## src/rtl/dual_width_regfile.sv

```systemverilog
module dual_width_regfile #(
  parameter int W = 16,
  parameter logic [W/2-1:0] SYS_PAGE = 'h01
) (
  input  logic         clk,
  input  logic         rst_n,
  input  logic         ld_a,
  input  logic         ld_x,
  input  logic         ld_y,
  input  logic         ld_s,
  input  logic         ld_wide,
  input  logic [W-1:0] ld_data,
  input  logic         push,
  input  logic         pull,
  input  logic         stk_sel,
  input  logic         stk_wide,
  output logic [W-1:0] a_q,
  output logic [W-1:0] x_q,
  output logic [W-1:0] y_q,
  output logic [W-1:0] s_q,
  output logic [W-1:0] stk_addr
);
  localparam int H = W / 2;

  function automatic logic [W-1:0] step_ptr(input logic [W-1:0] p, input logic up,
                                            input logic wide);
    logic [H-1:0] lo;
    if (wide) return up ? p + W'(1) : p - W'(1);
    lo = up ? p[H-1:0] + H'(1) : p[H-1:0] - H'(1);
    return {p[W-1:H], lo};
  endfunction

  logic           do_pull, stk_act;
  logic [W-1:0]   cur_ptr, nxt_ptr, data_ld, stk_ld;

  assign do_pull  = pull & ~push;
  assign stk_act  = push | pull;
  assign cur_ptr  = stk_sel ? y_q : s_q;
  assign nxt_ptr  = step_ptr(cur_ptr, do_pull, stk_wide);
  assign stk_addr = do_pull ? nxt_ptr : cur_ptr;

  assign data_ld = ld_wide ? ld_data : {{H{1'b0}}, ld_data[H-1:0]};
  assign stk_ld  = ld_wide ? ld_data : {SYS_PAGE, ld_data[H-1:0]};

  always_ff @(posedge clk or negedge rst_n) begin
    if (!rst_n) begin
      a_q <= '0;
      x_q <= '0;
      y_q <= '0;
      s_q <= {SYS_PAGE, {H{1'b0}}};
    end else begin
      if (ld_a) a_q <= data_ld;
      if (ld_x) x_q <= data_ld;
      if (ld_y)                        y_q <= data_ld;
      else if (stk_act && stk_sel)     y_q <= nxt_ptr;
      if (ld_s)                        s_q <= stk_ld;
      else if (stk_act && !stk_sel)    s_q <= nxt_ptr;
    end
  end
endmodule


```

## config.mk

```make
export PLATFORM = sky130hd
export DESIGN_NAME = dual_width_regfile
export DESIGN_NICKNAME = d
export VERILOG_FILES = /design/src/rtl/dual_width_regfile.sv
export SDC_FILE = /design/constraint.sdc
export NUM_CORES = 1
export LEC_CHECK = 0
export BUFFER_PORTS_ARGS = -buffer_cell sky130_fd_sc_hd__buf_2
export CORE_MARGIN = 8
export CORE_UTILIZATION = 45
export DETAILED_ROUTE_END_ITERATION = 8
export MAX_ROUTING_LAYER = met4
export PLACE_DENSITY = 0.8
export SLEW_MARGIN = 20
export SYNTH_ARGS = -nofsm -noshare
export SYNTH_HDL_FRONTEND = slang
export SYNTH_SLANG_ARGS = --single-unit
export TNS_END_PERCENT = 50
```

## constraint.sdc

```tcl
create_clock -name clk -period 4.5 [get_ports clk]
set_clock_uncertainty 0.1 [all_clocks]
set_input_delay 0.675 -clock clk [delete_from_list [all_inputs] [get_ports clk]]
set_output_delay 0.675 -clock clk [all_outputs]
set_load 0.005 [all_outputs]
```

# Word-level counts from Yosys, hierarchy flattened
# Index checks and enable logic that the tools add are counted.
[classes]
add_sub_neg = 4
n_mux = 13
bitwise = 3
reduce_logical = 5
[ops]
columns = ["operator", "n"]
rows = [
  ["$mux 16", 11],
  ["$add 16x1->16 const B", 1],
  ["$sub 16x1->16 const B", 1],
  ["$add 8x1->8 const B", 1],
  ["$mux 8", 1],
  ["$sub 8x1->8 const B", 1],
  ["$reduce_bool 2->1", 2],
  ["$logic_and 1x1->1", 2],
  ["$and 1x1->1", 1],
  ["$logic_not 1->1", 1],
  ["$mux 1", 1],
  ["$not 1->1", 1],
  ["$or 1x1->1", 1],
]
[totals]
reg_bits = 64
inputBits = 27

# Longest topological paths before layout
# Gate-level depths: netlist of run 1.
[depth]
ltp_word = 7
mapped_depth = 12
mapped_depth_nobuf = 9

# Least setup slack after synthesis of run 1
# No wires, ideal clock.
[synth_timing]
path_type = "input -> output"
startpoint = "input stk_sel"
endpoint = "output stk_addr[13]"
arrival_time_ns = 2.976
slack_ns = 0.749
cell_stages = 11
path_buffers = 3
cell_sequence = "buf_2 buf_2 mux2_2 ha_1 buf_2 a21oi_1 o211ai_1 a21oi_2 o41a_1 xnor2_1 mux2_2"
[synth_via]
elab_chain_len = 6
word_cells_on_any_way = 7
classes_between = "add/sub: 2; mux: 5"
[synth_lines]
columns = ["item", "line_no", "text"]
rows = [
  ["start, declared", "15", "input logic stk_sel,"],
  ["$mux 16 *", "38", "assign cur_ptr = stk_sel ? y_q : s_q;"],
  ["$sub 16x1->16 / $add 16x1->16 (equally long branches)", "28", "if (wide) return up ? p + W'(1) : p - W'(1);"],
  ["$mux 16 (2 in series)", "28", ""],
  ["$mux 16", "29", "lo = up ? p[H-1:0] + H'(1) : p[H-1:0] - H'(1);"],
  ["$mux 16 *", "40", "assign stk_addr = do_pull ? nxt_ptr : cur_ptr;"],
  ["end, declared", "21", "output logic [W-1:0] stk_addr"],
]
# Mark *: on every way between the ends. The rest lies on a longest branch, timed or not. The select of a mux whose other input is x is not followed.

# Final worst setup path of run 1
[layout_timing]
startpoint = "input stk_sel"
endpoint = "output stk_addr[14]"
# The elaborated chain is that of the path after synthesis.

==> results of run 1 <==
## Yosys cell counts (2+ instances only)
master    count
or2_2         2
nand4_1       2
nand3_1      17
nor2b_1       4
inv_1        18
a221o_1       6
or3_1         2
nor3_1        6
o31a_1        4
ha_1         14
a31oi_1      12
mux2i_1      10
buf_2         6
mux2_2       40
a21o_1        3
a41oi_1       2
and2_1        8
xor2_1        9
o21bai_1      2
nand2b_1      5
and3_1        3
dfrtp_1      63
buf_1         2
o21ai_0      33
o21a_1        2
nor2_1       29
o21ai_1       4
a21oi_1      29
clkbuf_1     18
o211ai_1      2
xnor2_1       8
nand3b_1      3
nor3b_1      12
nand2_1      31
## final timing paths
check | end | slack (ns) | cells after the start
max in group asynchronous | s_q[2]$_DFFE_PN0P_ | 3.08 | 2
worst min-delay path | s_q[14]$_DFFE_PN0P_ | 0.31 | 1
worst min register to register | a_q[12]$_DFFE_PN0P_ | 0.40 | 1
worst max register to register | y_q[14]$_DFFE_PN0P_ | 1.67 | 8
min in group clk | a_q[12]$_DFFE_PN0P_ | 0.40 | 1
worst max-delay path | stk_addr[14] | 0.30 | 10
## report_power, final
part           switching (W)  leakage, nW  internal (W)
Combinational       0.000431         1.35      0.000333
Clock               0.000224        0.103      0.000285
Sequential         0.0000483        0.789      0.000648
## final cells by class
cell class / instances / area, um2 / share of cell area (%)
timing repair buffer: 110 / 561 / 11.7
sequential: 64 / 1600 / 33.4
multi-input combinational: 319 / 2230 / 46.5
clock buffer: 13 / 159 / 3.31
clock inverter: 3 / 40.0 / 0.834
inverter: 18 / 67.6 / 1.41
tap: 108 / 135 / 2.82
## per-stage QoR
step	hold WS [ns]	cells	cell area (um2)	setup WS (ns)	utilization (%)
floorplan	0.279	427	4010	0.749	-
global placement	0.385	619	4600	0.464	53.0
detailed placement	0.391	619	4600	0.359	53.0
CTS	0.320	635	4800	0.345	55.3
global route	0.365	635	4800	0.0996	55.3
finish	0.311	635	4800	0.303	55.3
## flip-flops by register name, summed over array words and instances (netlist names)
| name | flops |
|---|---|
| x_q | 16 |
| s_q | 16 |
| y_q | 16 |
| a_q | 16 |
## layer usage
metal / track usage [%] / part of all wire [%]
met1: 25.2 / 44
met2: 33.4 / 49
met3: 3.49 / 5.2
met4: 6.66 / 1.5
met5: - / 0
## cell families after synthesis
| family | after synthesis | synth area share, % |
|---|---|---|
| compound gates | 109 | 17.1 |
| buf+inv | 44 | 4.31 |
| fa+ha+maj | 15 | 4.87 |
| flops | 64 | 40.0 |
| mux | 51 | 14.1 |
| xor+xnor | 17 | 3.71 |
| simple gates | 127 | 16.0 |
==> results.tsv, run 1 <==
stage	metric	value	unit
status	status	finished clean	
worst_setup_path	crit path DAT	3.42	ns
timing	Slew @ Worst Pin	0.870	ns
timing	relative slew slack	41.8	%
place	Port Buffers	106	
flow_run	max_cap viols	0	
route	Routed WL per cell	18.5	um
layout	Fill cells	803	
yosys	largest area contributor in the netlist	dfrtp_1	
clocking	Clock Path Buffers	2	
worst_setup_path	RR Startpoint	y_q[12]$_DFFE_PN0P_	
clocking	H-tree depth	3	
timing	Final Cycle Share	93.3	%
clocking	post-CTS sizing	0	
die	Rows	34	
timing	fin crit period	4.20	ns
clocking	clock sinks	64	
worst_setup_path	crit-path max FO	21	
yosys	Yosys warning total	0	
timing	setup TNS	0	ns
grt	total gr overflow	0	
yosys	Yosys cell types	50	
layout	nets	564	
worst_setup_path	startpoint types	input pin	
power_and_ir_drop	Leakage	2.24	nW
route	DRC	0	
die	Initial Util	46.2	%
yosys	Synth area leaders	dfrtp_1 (39%), mux2_2 (11%), ha_1 (4.4%)	
power_and_ir_drop	Total Power	0.00197	W
clocking	cts bufs inserted	9	
route	total wire length	11.7	mm
yosys	Syn Area/Cell	9.39	um2
worst_setup_path	CP required	3.72	ns
clocking	Worst-Skew Late Latency	0.34	ns
layout	commonest non-fill, non-tap cell in the layout	buf_2	
clocking	hold_buf cts	0	
timing	RSZ-0062 raised after global routing	no	
route	total iterations of the first detailed-routing run	5	
clocking	Post-CTS Setup Repair Bufs	0	
timing	final setup vio count	0	
yosys	asr flop ratio synth	100	%
clocking	CTS clk-pin slew, worst paths	0.08	ns
layout	share of cells above drive strength 1	32.8	%
worst_setup_path	CP max stage delay	0.42	ns
die	Core ar.	0.00868	mm2
timing	count of final max-slew check failures	0	
worst_hold_path	worst hold path class	input pin to async pin	
die	die width	110	um
worst_setup_path	crit path from	stk_sel	
clocking	root buf cell	clkbuf_8	
worst_setup_path	CP dominant cell by count	a21oi_1	
yosys	area share of the leading cell type in the synthesized netlist	39.3	%
layout	most frequent cells in the layout	buf_2 (106), dfrtp_1 (63), mux2_2 (40), o21ai_0 (33), nand2_1 (31)	
yosys	Synth Flop Type	dfrtp_1	
route	Routed Antenna Nets	0	
worst_setup_path	CP top delay family	compound AO/OA/AOI/OAI gates	
clocking	TritonCTS clock tree	done	
die	# IOs	107	
yosys	EDFF count, synth	0	
worst_setup_path	CP Cell Sequence	buf_2 > mux2_2 > ha_1 > a21oi_1 > a21oi_1 > a311oi_1 > a21boi_0 > xor2_1 > a21oi_1 > buf_2	
worst_setup_path	buffers and inverters on the worst path	2	
grt	first-pass GRT wire length	18.9	mm
power_and_ir_drop	Peak VDD IR	0.221	mV
yosys	Post-Syn Instances	427	
layout	Antenna diodes	0	
yosys	mapped cell area	0.00401	mm2
route	Via Count	3617	
die	die height	110	um
grt	initial antenna violation count	0	
yosys	FF+latch count, synth	64	
route	DR vias/cell	5.70	
worst_setup_path	Critical Path Sink Type	output pin	
place	Placer Congestion	0.942	
timing	f_max	238	MHz
yosys	register area share after synthesis	40.0	%
grt	vias in the first global route	3750	
power_and_ir_drop	Pwr Density	410	mW/mm2
timing	Hold Violations, Final	0	
grt	overall global routing resource usage	20.5	%
route	Iter 0 DRT Violations	222	
worst_setup_path	Critical-path top delay cell	buf_2	
yosys	syn_nets	469	
layout	P&R area growth vs syn	19.7	%
die	total die area	0.0122	mm2
place	DP Wirelength	8.86	mm
grt	largest net degree at the start of global routing	35	
worst_setup_path	crit path kind	input pin to output pin	
Note: power is estimated with default switching activity, not from simulation.
==> inputs of run 2 (changes only) <==
Settings changed: ABC_AREA set to 1.
==> run 2 against run 1 <==
Net effect:
- sequential cell count unchanged
- global-route usage increased by 0.81 points
- worst setup slack gained 0.40 ns
- die area down 0.30%
- cell count grew 21%
- fmax grew 10%
- sequential power barely moved
- final area shrank 1.0%
- critical path depth grew 2
- highest routed layer unchanged
==> results.tsv, run 2 <==
stage	metric	value	unit	change
layout	final std cells w/o fill	769		was 635
grt	largest net degree at the start of global routing	34		was 35
die	# IOs	107		unchanged
clocking	post-CTS sizing	0		unchanged
timing	Hold Violations, Final	0		unchanged
clocking	cts bufs inserted	9		unchanged
worst_setup_path	reg-to-reg critical path endpoint	y_q[15]$_DFFE_PN0P_		was y_q[14]$_DFFE_PN0P_
worst_setup_path	RR Startpoint	s_q[8]$_DFFE_PN1P_		was y_q[12]$_DFFE_PN0P_
route	DR WL met2	5.63	mm	was 5.75 mm
worst_setup_path	CP required	3.72	ns	about the same
yosys	most frequent cell after synthesis	nand2_1		was dfrtp_1
yosys	area share of the leading cell type in the synthesized netlist	39.5	%	was 39.3%
clocking	Clock Path Buffers	2		unchanged
place	Port Buffers	106		unchanged
layout	most frequent cells in the layout	nand2_1 (212), buf_2 (106), dfrtp_1 (63), inv_1 (62), o21ai_0 (50)		was buf_2 (106), dfrtp_1 (63), mux2_2 (40), o21ai_0 (33), nand2_1 (31)
timing	final setup vio count	0		unchanged
route	routed wire length on met3	1.04	mm	was 611 um
worst_setup_path	startpoint types	input pin		unchanged
yosys	FF+latch count, synth	64		unchanged
timing	RSZ-0062 raised after global routing	no		unchanged
die	Rows	34		unchanged
timing	f_max	263	MHz	was 238 MHz
route	Iter 0 DRT Violations	339		was 222
yosys	register area share after synthesis	40.1	%	was 40.0%
yosys	Synth area leaders	dfrtp_1 (39%), nand2_1 (20%), o21ai_0 (6.3%)		was dfrtp_1 (39%), mux2_2 (11%), ha_1 (4.4%)
die	total die area	0.0121	mm2	was 0.0122 mm2
place	dpl ws	0.748	ns	was 0.359 ns
timing	worst setup margin	0.701	ns	was 0.303 ns
route	top layer in use	met4		unchanged
grt	vias in the first global route	4039		was 3750
timing	Final Cycle Share	84.4	%	was 93.3%
worst_setup_path	Reg2Reg Setup Slack	2.09	ns	was 1.67 ns
grt	initial antenna violation count	0		unchanged
clocking	H-tree depth	3		unchanged
yosys	Post-Syn Instances	552		was 427
clocking	TritonCTS clock tree	done		unchanged
worst_setup_path	crit path kind	input pin to output pin		unchanged
grt	first-pass GRT wire length	19.8	mm	was 18.9 mm
place	DP Wirelength	9.47	mm	was 8.86 mm
route	Via Count	4092		was 3617
worst_setup_path	Critical Path Sink Type	output pin		unchanged
power_and_ir_drop	Peak VDD IR	0.129	mV	was 0.221 mV
power_and_ir_drop	Pwr Density	375	mW/mm2	was 410 mW/mm2
place	Placed Cells	753		was 619
power_and_ir_drop	Total Power	0.00178	W	was 0.00197 W
timing	count of final max-slew check failures	0		unchanged
layout	nets	698		was 564
yosys	Synth Flop Type	dfrtp_1		unchanged
yosys	synth cell count leaders	nand2_1 (212), dfrtp_1 (63), inv_1 (62)		was dfrtp_1 (63), mux2_2 (40), o21ai_0 (33)
layout	Final Util	54.7	%	was 55.3%
die	Initial Util	46.0	%	was 46.2%
worst_setup_path	crit path DAT	3.02	ns	was 3.42 ns
worst_setup_path	crit-path max FO	27		was 21
yosys	Yosys cell types	39		was 50
clocking	Post-CTS Setup Repair Bufs	0		unchanged
clocking	CTS clk-pin slew, worst paths	0.08	ns	about the same
yosys	EDFF count, synth	0		unchanged
route	Routed Antenna Nets	0		unchanged
route	total wire length	12.2	mm	was 11.7 mm
grt	overall global routing resource usage	21.3	%	was 20.5%
power_and_ir_drop	Leakage	2.66	nW	was 2.24 nW
worst_setup_path	Register-to-Register Path Depth	13		was 8
yosys	Syn Area/Cell	7.24	um2	was 9.39 um2
yosys	Yosys warning total	0		unchanged
clocking	root buf cell	clkbuf_8		unchanged
die	Core ar.	0.00868	mm2	unchanged
grt	total gr overflow	0		unchanged
worst_hold_path	worst hold path class	input pin to async pin		unchanged
route	DR vias/cell	5.32		was 5.70
route	M1 wire length	5.25	mm	was 5.21 mm
layout	Antenna diodes	0		unchanged
timing	fin crit period	3.80	ns	was 4.20 ns
yosys	asr flop ratio synth	100	%	unchanged
route	DRC	0		unchanged
status	status	finished clean		unchanged
timing	relative slew slack	51.9	%	was 41.8%
place	Placer Congestion	0.996		was 0.942
yosys	syn_nets	594		was 469
layout	Fill cells	838		was 803
layout	commonest non-fill, non-tap cell in the layout	nand2_1		was buf_2
die	die height	110	um	about the same
clocking	hold_buf cts	0		unchanged
layout	P&R area growth vs syn	18.9	%	was 19.7%
yosys	largest area contributor in the netlist	dfrtp_1		unchanged
layout	share of cells above drive strength 1	23.3	%	was 32.8%
flow_run	max_cap viols	0		unchanged
route	total iterations of the first detailed-routing run	5		unchanged
yosys	mapped cell area	0.00400	mm2	was 0.00401 mm2
clocking	Worst-Skew Late Latency	0.34	ns	about the same
die	die width	110	um	about the same
route	Routed WL per cell	15.8	um	was 18.5 um
clocking	clock sinks	64		unchanged
timing	setup TNS	0	ns	unchanged
timing	Slew @ Worst Pin	0.721	ns	was 0.870 ns
==> run 2: cell count changes in the layout (fill, tap and decap cells not counted), moves of 8 or more <==
cell and change:
mux2_2 -40, xor2_1 -8, nand3_1 +24, a31oi_1 -11
inv_1 +44, nor2_1 -19, o21ai_0 +17, nor3b_1 -12
nand2_1 +181, mux2i_1 -10, a21oi_1 -17
==> run 2: worst max path at each step <==
stage	start	end	slack (ns)	depth (start not counted)
2_1_floorplan	pull	stk_addr[14]	1.07	12
3_3_place_gp	stk_sel	stk_addr[8]	0.75	12
3_5_place_dp	stk_sel	stk_addr[8]	0.75	12
4_1_cts	stk_sel	stk_addr[8]	0.74	12
5_1_grt	stk_sel	stk_addr[8]	0.51	13
6_report	stk_sel	stk_addr[8]	0.70	12
==> run 2: power by group <==
part	total, W	switching [W]	internal, W
logic	0.000654	0.000409	0.000244
registers	0.000694	0.0000526	0.000642
clock network	0.000431	0.000232	0.000199
==> run 2: cell type report <==
type | instances | area (um2) | share of cell area (%)
timing repair buffer | 110 | 561 | 11.8
multi-input combinational | 405 | 2020 | 42.6
clock buffer | 9 | 124 | 2.61
clock inverter | 7 | 47.5 | 1.00
sequential | 64 | 1600 | 33.7
inverter | 66 | 255 | 5.37
tap | 108 | 135 | 2.85
==> run 2: logic make-up (layout without fill, tap and decap cells) <==
logic type | count (synthesis) | in the layout | share of synthesized area (%)
xor gates and xnor gates | 7 | 7 | 1.53
AOI/OAI and AO/OA | 89 | 89 | 12.8
buffers and inverters | 83 | 192 | 9.21
and+or+nand+nor | 294 | 294 | 31.4
adders and majority gates | 15 | 15 | 4.89
DFF | 64 | 64 | 40.1
==> run 2: worst max-delay path, cell delays in order <==
cell and delay (ns):
buf_2 0.44, o21ai_0 0.31, fa_1 0.50, o21ai_2 0.26, nand2_1 0.10, nand2_2 0.11
nand2_1 0.08, nand3_1 0.07, nand3_1 0.18, nand3_1 0.12, nand2_1 0.05, buf_2 0.12
==> run 2: per-stage QoR <==
step                      area [um2]  hold slack (ns)
after CTS                       4750            0.282
after global routing            4750            0.324
after floorplan                 4000            0.279
final                           4750            0.281
after global placement          4580            0.348
after detailed placement        4580            0.353
==> run 2: metal layers <==
metal	vias up	GRT usage, %
met4	0	8.47
met3	24	4.01
li1	1987	-
met1	1906	27.6
met5	-	-
met2	175	32.3
